`src/rtl/bf16_mul_pkg.sv`:
```
package bf16_mul_pkg;

  localparam int DEF_EXP_W  = 8;
  localparam int DEF_FRAC_W = 7;
  localparam int DEF_BIAS   = 127;

  typedef enum logic [1:0] {
    ST_IDLE = 2'd0,
    ST_MUL  = 2'd1,
    ST_PACK = 2'd2
  } mul_state_e;

endpackage

```
`src/rtl/bf16_unpack.sv`:
```
module bf16_unpack #(
  parameter int EXP_W  = 8,
  parameter int FRAC_W = 7
) (
  input  logic [EXP_W+FRAC_W:0] word,
  output logic                  sign,
  output logic [EXP_W-1:0]      exp_f,
  output logic [FRAC_W:0]       sig
);
  localparam int WORD_W = 1 + EXP_W + FRAC_W;

  assign sign  = word[WORD_W-1];
  assign exp_f = word[WORD_W-2 -: EXP_W];
  // hidden one restored regardless of exponent value
  assign sig   = {1'b1, word[FRAC_W-1:0]};
endmodule

```
`src/rtl/bf16_shadd_core.sv`:
```
module bf16_shadd_core #(
  parameter int SIG_W = 8
) (
  input  logic               clk,
  input  logic               rst,
  input  logic               load,
  input  logic               step,
  input  logic [SIG_W-1:0]   mcand_in,
  input  logic [SIG_W-1:0]   mplier_in,
  output logic [2*SIG_W-1:0] prod,
  output logic               last
);
  localparam int PROD_W = 2 * SIG_W;
  localparam int CNT_W  = (SIG_W > 1) ? $clog2(SIG_W) : 1;
  localparam logic [CNT_W-1:0] CNT_LAST = CNT_W'(SIG_W - 1);

  logic [PROD_W-1:0] mcand_sh;
  logic [SIG_W-1:0]  mplier_sh;
  logic [PROD_W-1:0] acc;
  logic [CNT_W-1:0]  cnt;

  always_ff @(posedge clk) begin
    if (rst) begin
      mcand_sh  <= '0;
      mplier_sh <= '0;
      acc       <= '0;
      cnt       <= '0;
    end else if (load) begin
      mcand_sh  <= {{(PROD_W-SIG_W){1'b0}}, mcand_in};
      mplier_sh <= mplier_in;
      acc       <= '0;
      cnt       <= '0;
    end else if (step) begin
      if (mplier_sh[0]) acc <= acc + mcand_sh;
      mcand_sh  <= mcand_sh << 1;
      mplier_sh <= mplier_sh >> 1;
      cnt       <= cnt + 1'b1;
    end
  end

  assign prod = acc;
  assign last = step && (cnt == CNT_LAST);
endmodule

```
`src/rtl/bf16_norm_pack.sv`:
```
module bf16_norm_pack #(
  parameter int EXP_W  = 8,
  parameter int FRAC_W = 7,
  parameter int BIAS   = 127
) (
  input  logic                      sign,
  input  logic [EXP_W-1:0]          exp_a,
  input  logic [EXP_W-1:0]          exp_b,
  input  logic [2*(FRAC_W+1)-1:0]   prod,
  output logic [EXP_W+FRAC_W:0]     word
);
  localparam int SIG_W  = FRAC_W + 1;
  localparam int PROD_W = 2 * SIG_W;
  localparam int ESUM_W = EXP_W + 2;

  logic                     shift;
  logic [PROD_W-1:0]        norm;
  logic signed [ESUM_W-1:0] esum;
  logic [EXP_W-1:0]         exp_fld;

  assign shift = prod[PROD_W-1];
  assign norm  = shift ? (prod >> 1) : prod;

  assign esum = $signed(ESUM_W'(exp_a) + ESUM_W'(exp_b) + ESUM_W'(shift)
                        - ESUM_W'(BIAS));

  // non-positive exponent clamps to zero; large values wrap by truncation
  assign exp_fld = (esum[ESUM_W-1] || (esum == '0)) ? '0 : esum[EXP_W-1:0];

  assign word = {sign, exp_fld, norm[PROD_W-3 -: FRAC_W]};
endmodule

```
`src/rtl/bf16_seq_mul.sv`:
```
module bf16_seq_mul
  import bf16_mul_pkg::*;
#(
  parameter int EXP_W  = DEF_EXP_W,
  parameter int FRAC_W = DEF_FRAC_W,
  parameter int BIAS   = DEF_BIAS
) (
  input  logic                    clk,
  input  logic                    rst,
  input  logic                    start,
  input  logic [EXP_W+FRAC_W:0]   op_a,
  input  logic [EXP_W+FRAC_W:0]   op_b,
  output logic                    busy,
  output logic                    done,
  output logic [EXP_W+FRAC_W:0]   result
);
  localparam int SIG_W  = FRAC_W + 1;
  localparam int PROD_W = 2 * SIG_W;
  localparam int WORD_W = 1 + EXP_W + FRAC_W;

  logic [WORD_W-1:0] in_word [2];
  logic              in_sign [2];
  logic [EXP_W-1:0]  in_exp  [2];
  logic [SIG_W-1:0]  in_sig  [2];

  assign in_word[0] = op_a;
  assign in_word[1] = op_b;

  for (genvar k = 0; k < 2; k++) begin : g_unpack
    bf16_unpack #(.EXP_W(EXP_W), .FRAC_W(FRAC_W)) i_unpack (
      .word  (in_word[k]),
      .sign  (in_sign[k]),
      .exp_f (in_exp[k]),
      .sig   (in_sig[k])
    );
  end

  mul_state_e        state;
  logic              busy_q, done_q;
  logic [WORD_W-1:0] result_q;
  logic              sign_q;
  logic [EXP_W-1:0]  exp_a_q, exp_b_q;
  logic              accept;
  logic [PROD_W-1:0] prod;
  logic              last;
  logic [WORD_W-1:0] packed_w;

  assign accept = start && !busy_q;

  bf16_shadd_core #(.SIG_W(SIG_W)) i_core (
    .clk       (clk),
    .rst       (rst),
    .load      (accept),
    .step      (state == ST_MUL),
    .mcand_in  (in_sig[0]),
    .mplier_in (in_sig[1]),
    .prod      (prod),
    .last      (last)
  );

  bf16_norm_pack #(.EXP_W(EXP_W), .FRAC_W(FRAC_W), .BIAS(BIAS)) i_pack (
    .sign  (sign_q),
    .exp_a (exp_a_q),
    .exp_b (exp_b_q),
    .prod  (prod),
    .word  (packed_w)
  );

  always_ff @(posedge clk) begin
    if (rst) begin
      state    <= ST_IDLE;
      busy_q   <= 1'b0;
      done_q   <= 1'b0;
      result_q <= '0;
      sign_q   <= 1'b0;
      exp_a_q  <= '0;
      exp_b_q  <= '0;
    end else begin
      done_q <= 1'b0;
      case (state)
        ST_IDLE: begin
          if (accept) begin
            sign_q  <= in_sign[0] ^ in_sign[1];
            exp_a_q <= in_exp[0];
            exp_b_q <= in_exp[1];
            busy_q  <= 1'b1;
            state   <= ST_MUL;
          end
        end
        ST_MUL: begin
          if (last) state <= ST_PACK;
        end
        ST_PACK: begin
          result_q <= packed_w;
          done_q   <= 1'b1;
          busy_q   <= 1'b0;
          state    <= ST_IDLE;
        end
        default: state <= ST_IDLE;
      endcase
    end
  end

  assign busy   = busy_q;
  assign done   = done_q;
  assign result = result_q;
endmodule

```
`config.mk`:
```
export PLATFORM = sky130hd
export DESIGN_NAME = bf16_seq_mul
export DESIGN_NICKNAME = d
export VERILOG_FILES = /design/src/rtl/bf16_mul_pkg.sv /design/src/rtl/bf16_unpack.sv /design/src/rtl/bf16_shadd_core.sv /design/src/rtl/bf16_norm_pack.sv /design/src/rtl/bf16_seq_mul.sv
export SDC_FILE = /design/constraint.sdc
export NUM_CORES = 1
export LEC_CHECK = 0
export BUFFER_PORTS_ARGS = -buffer_cell sky130_fd_sc_hd__buf_2
export CORE_MARGIN = 4
export CORE_UTILIZATION = 62
export CTS_CLUSTER_DIAMETER = 50
export DETAILED_ROUTE_END_ITERATION = 7
export PLACE_DENSITY = 0.85
export SLEW_MARGIN = 40
export SYNTH_ARGS = -nofsm -noshare
export SYNTH_HDL_FRONTEND = slang
export SYNTH_SLANG_ARGS = --single-unit
```
`constraint.sdc`:
```
create_clock -name clk -period 4.3 [get_ports clk]
set_input_delay 0.86 -clock clk [delete_from_list [all_inputs] [get_ports clk]]
set_output_delay 0.86 -clock clk [all_outputs]
set_load 0.02 [all_outputs]
```
==> metrics.txt <==
# TYPE chip_impl_metric gauge
chip_impl_metric{name="via_count",unit=""} 3701
chip_impl_metric{name="static_leak",unit="nW"} 1.92
chip_impl_info{name="rsz0062_at_grt",value="false"} 1
chip_impl_metric{name="cts.repair.resized",unit=""} 0
chip_impl_metric{name="post-cts-setup-buffers",unit=""} 0
chip_impl_metric{name="final_antenna_net_count",unit=""} 0
chip_impl_metric{name="cts_hold_buffers",unit=""} 0
chip_impl_metric{name="synth_edf_count",unit=""} 0
chip_impl_metric{name="place_inst",unit=""} 617
chip_impl_metric{name="die_area",unit="um^2"} 7960
chip_impl_metric{name="placeableCoreArea",unit="um^2"} 6390
chip_impl_metric{name="wl_per_cell",unit="um"} 14.5
chip_impl_metric{name="synth_seq_cells",unit=""} 80
chip_impl_metric{name="cts_num_sinks",unit=""} 80
chip_impl_metric{name="floorplan.die.height",unit="um"} 89.2
chip_impl_metric{name="clkLatencyLatePin",unit="ns"} 0.35
chip_impl_metric{name="setup_viol_count_final",unit=""} 0
chip_impl_metric{name="dpl.hpwl",unit="um"} 6630
chip_impl_metric{name="antenna_cells",unit=""} 0
chip_impl_metric{name="synth_sequential_area_ratio",unit=""} 0.392
chip_impl_metric{name="power.density",unit="nW/um^2"} 354
chip_impl_info{name="critical_path.endpoint_type",value="flop"} 1
chip_impl_metric{name="drc",unit=""} 0
chip_impl_metric{name="worst-endpoint-arrival",unit="ns"} 2.85
chip_impl_metric{name="timing.final.hold_violations",unit=""} 0
chip_impl_metric{name="syn_inst",unit=""} 507
chip_impl_metric{name="rows",unit=""} 29
chip_impl_metric{name="antenna_found_initial",unit=""} 0
chip_impl_info{name="run_status",value="complete, no violations"} 1
chip_impl_metric{name="io_pins",unit=""} 53
chip_impl_metric{name="min_path_cells",unit=""} 2
chip_impl_info{name="synth.area.top_cells",value="dfxtp_1 (39%), nand2_1 (11%), ha_1 (8.3%)"} 1
chip_impl_metric{name="syn_area",unit="um^2"} 4090
chip_impl_metric{name="grt_max_degree",unit=""} 40
chip_impl_info{name="hold_class",value="flop to flop"} 1
chip_impl_metric{name="layout_worst_path_cycle_share",unit=""} 0.593
chip_impl_metric{name="worst_r2r_path_depth",unit=""} 9
chip_impl_metric{name="gp_congestion",unit=""} 0.859
chip_impl_metric{name="finalClockSkew",unit="ns"} 0.0130
chip_impl_metric{name="synth.distinct_cells",unit=""} 50
chip_impl_info{name="yosys.area.top_type",value="dfxtp_1"} 1
chip_impl_metric{name="ctsLongestPathBuffers",unit=""} 2
chip_impl_metric{name="met1Wirelength",unit="um"} 4050
chip_impl_metric{name="cap_violations",unit=""} 0
chip_impl_info{name="synth_common_cells",value="nand2_1 (121), dfxtp_1 (80), a21oi_1 (49)"} 1
chip_impl_metric{name="final_core_area_utilization",unit=""} 0.727
chip_impl_metric{name="synth_warnings",unit=""} 0
chip_impl_metric{name="io_buffer_count",unit=""} 52
chip_impl_metric{name="layout_overhead_on_the_synthesized_area",unit="%"} 13.6
chip_impl_metric{name="finish.cell_count_without_fillers",unit=""} 633
chip_impl_metric{name="min_period",unit="ns"} 2.55
chip_impl_metric{name="setup-tns-final",unit="ns"} 0
chip_impl_info{name="highest_layer_used_for_signal_routing",value="met4"} 1
chip_impl_metric{name="yosys.area.top_type_share",unit=""} 0.392
chip_impl_metric{name="grt_first_pass_wirelength",unit="um"} 15700
chip_impl_info{name="cp_launch_type",value="flop"} 1
chip_impl_metric{name="asyncSetResetFlopFracSynth",unit=""} 0
chip_impl_metric{name="detailedRoute.firstIterationViolations",unit=""} 217
chip_impl_info{name="synth.most_common_cell",value="nand2_1"} 1
chip_impl_metric{name="worst_setup_hold_path_clk_slew",unit="ns"} 0.08
chip_impl_metric{name="globalRoute.totalOverflow",unit=""} 0
chip_impl_metric{name="worst_slew_margin_rel",unit=""} 0.558
chip_impl_metric{name="synthesis.nets",unit=""} 571
chip_impl_metric{name="dr_wl_met3",unit="um"} 498
chip_impl_metric{name="wirelength",unit="um"} 9190
chip_impl_metric{name="first_global_vias",unit=""} 3483
chip_impl_metric{name="vdd.ir_drop.worst",unit="mV"} 0.333
chip_impl_metric{name="tritoncts.num_buffers",unit=""} 9
chip_impl_info{name="synth_flop_cell",value="dfxtp_1"} 1
chip_impl_metric{name="cts.htree.levels",unit=""} 3
chip_impl_metric{name="grt_util_all_layers",unit=""} 0.248
chip_impl_metric{name="syn_area_per_cell",unit="um^2"} 8.07
chip_impl_metric{name="worstPathMaxFanout",unit=""} 5
chip_impl_metric{name="slew_violations",unit=""} 0
chip_impl_metric{name="floorplan.initialDensity",unit=""} 0.640
chip_impl_info{name="cts_tree",value="built"} 1
chip_impl_metric{name="die_width",unit="um"} 89.2
chip_impl_metric{name="drt_pre_antenna_iters",unit=""} 5
chip_impl_metric{name="vias_per_cell",unit=""} 5.85
chip_impl_info{name="worstSetupPathType",value="flop to flop"} 1
chip_impl_metric{name="route.met2.wl",unit="um"} 4450
chip_impl_metric{name="crit_required",unit="ns"} 4.60
chip_impl_metric{name="achievable_frequency",unit="MHz"} 392
chip_impl_metric{name="final_layout_size_suffix_gt1_frac",unit=""} 0.146
chip_impl_info{name="root_buffer",value="clkbuf_8"} 1
chip_impl_metric{name="tightestPinTransition",unit="ns"} 0.663
chip_impl_metric{name="nets",unit=""} 615
-- placed cells by master, fill, tap and decap left out, drive strengths merged, types with 3 or more instances in the layout --
| cell type | n |
|---|---|
| nand2 | 121 |
| o21ai | 24 |
| nand3b | 3 |
| clkinv | 3 |
| a22o | 4 |
| inv | 14 |
| dfxtp | 80 |
| nor3 | 6 |
| xor2 | 6 |
| a31oi | 4 |
| ha | 27 |
| a211oi | 4 |
| a41oi | 3 |
| a311oi | 14 |
| bufinv | 3 |
| o21a | 4 |
| a32oi | 3 |
| o211ai | 4 |
| a21o | 6 |
| nor2 | 39 |
| nor2b | 5 |
| nand2b | 7 |
| buf | 56 |
| nand3 | 9 |
| and2 | 4 |
| a21oi | 50 |
| mux2i | 8 |
| clkbuf | 9 |
| xnor2 | 12 |
-- registers in the layout, indices dropped and copies added (netlist names) --
register / flops
exp_a_q: 8
result: 16
sign_q: 1
busy: 1
done: 1
i_core.prod: 16
i_core.cnt: 3
exp_b_q: 8
state: 2
i_core.mplier_sh: 8
i_core.mcand_sh: 16
-- cells by family (layout without fill, tap and decap cells) --
group                      Yosys count  after routing  synth area share
adders and majority gates           29             29            0.0924
AOI/OAI and AO/OA                  133            133             0.212
muxes                                8              8            0.0196
DFF                                 80             80             0.392
and+or+nand+nor                    203            203             0.213
buffers and inverters               36             85            0.0330
xor gates and xnor gates            18             18            0.0385
-- worst paths after layout --
path,from,endpoint,slack [ns]
min,result[0]$_SDFFE_PP0P_,result[0]$_SDFFE_PP0P_,0.46
max reg2reg,exp_a_q[0]$_SDFFE_PP0P_,result[9]$_SDFFE_PP0P_,1.75
min reg2reg,result[0]$_SDFFE_PP0P_,result[0]$_SDFFE_PP0P_,0.46
max,exp_a_q[0]$_SDFFE_PP0P_,result[9]$_SDFFE_PP0P_,1.75
-- per-stage QoR --
stage          cell area, um^2  power (mW)  hold WS (ns)  setup slack [ns]
2_1_floorplan             4090       0.940         0.436              1.96
3_3_place_gp              4400       0.986         0.434              1.70
3_5_place_dp              4400       0.993         0.440              1.68
4_1_cts                   4650        1.65         0.460              1.76
5_1_grt                   4650        1.72         0.473              1.60
6_report                  4650        1.65         0.457              1.75
-- per-layer routing --
metal / up-vias / GRT usage
li1: 1866 / -
met1: 1698 / 0.311
met4: 0 / 0.0785
met5: - / 0
met2: 113 / 0.421
met3: 24 / 0.0599
-- area by class of cell --
cell class	instances	area (um^2)
Fill cell	509	1740
Multi-Input combinational cell	391	2370
Tap cell	77	96.3
Timing Repair Buffer	56	290
Clock inverter	7	118
Inverter	13	48.8
Clock buffer	9	124
Sequential cell	80	1600
-- worst max-delay path: stages (launching register included) --
cell and delay (ns):
dfxtp_1 0.32, ha_1 0.23, fa_1 0.41, a21o_1 0.19, a21oi_1 0.17, xnor2_1 0.20, nand3_2 0.16, o31a_1 0.38
a21oi_2 0.24, a32o_1 0.20
-- power by group --
part | internal [mW] | switching, mW | total [mW] | leakage (nW)
registers | 0.768 | 0.0213 | 0.790 | 0.651
logic | 0.0718 | 0.118 | 0.190 | 1.14
clock network | 0.387 | 0.280 | 0.667 | 0.124
No activity file was read; power rests on OpenSTA's default activity.
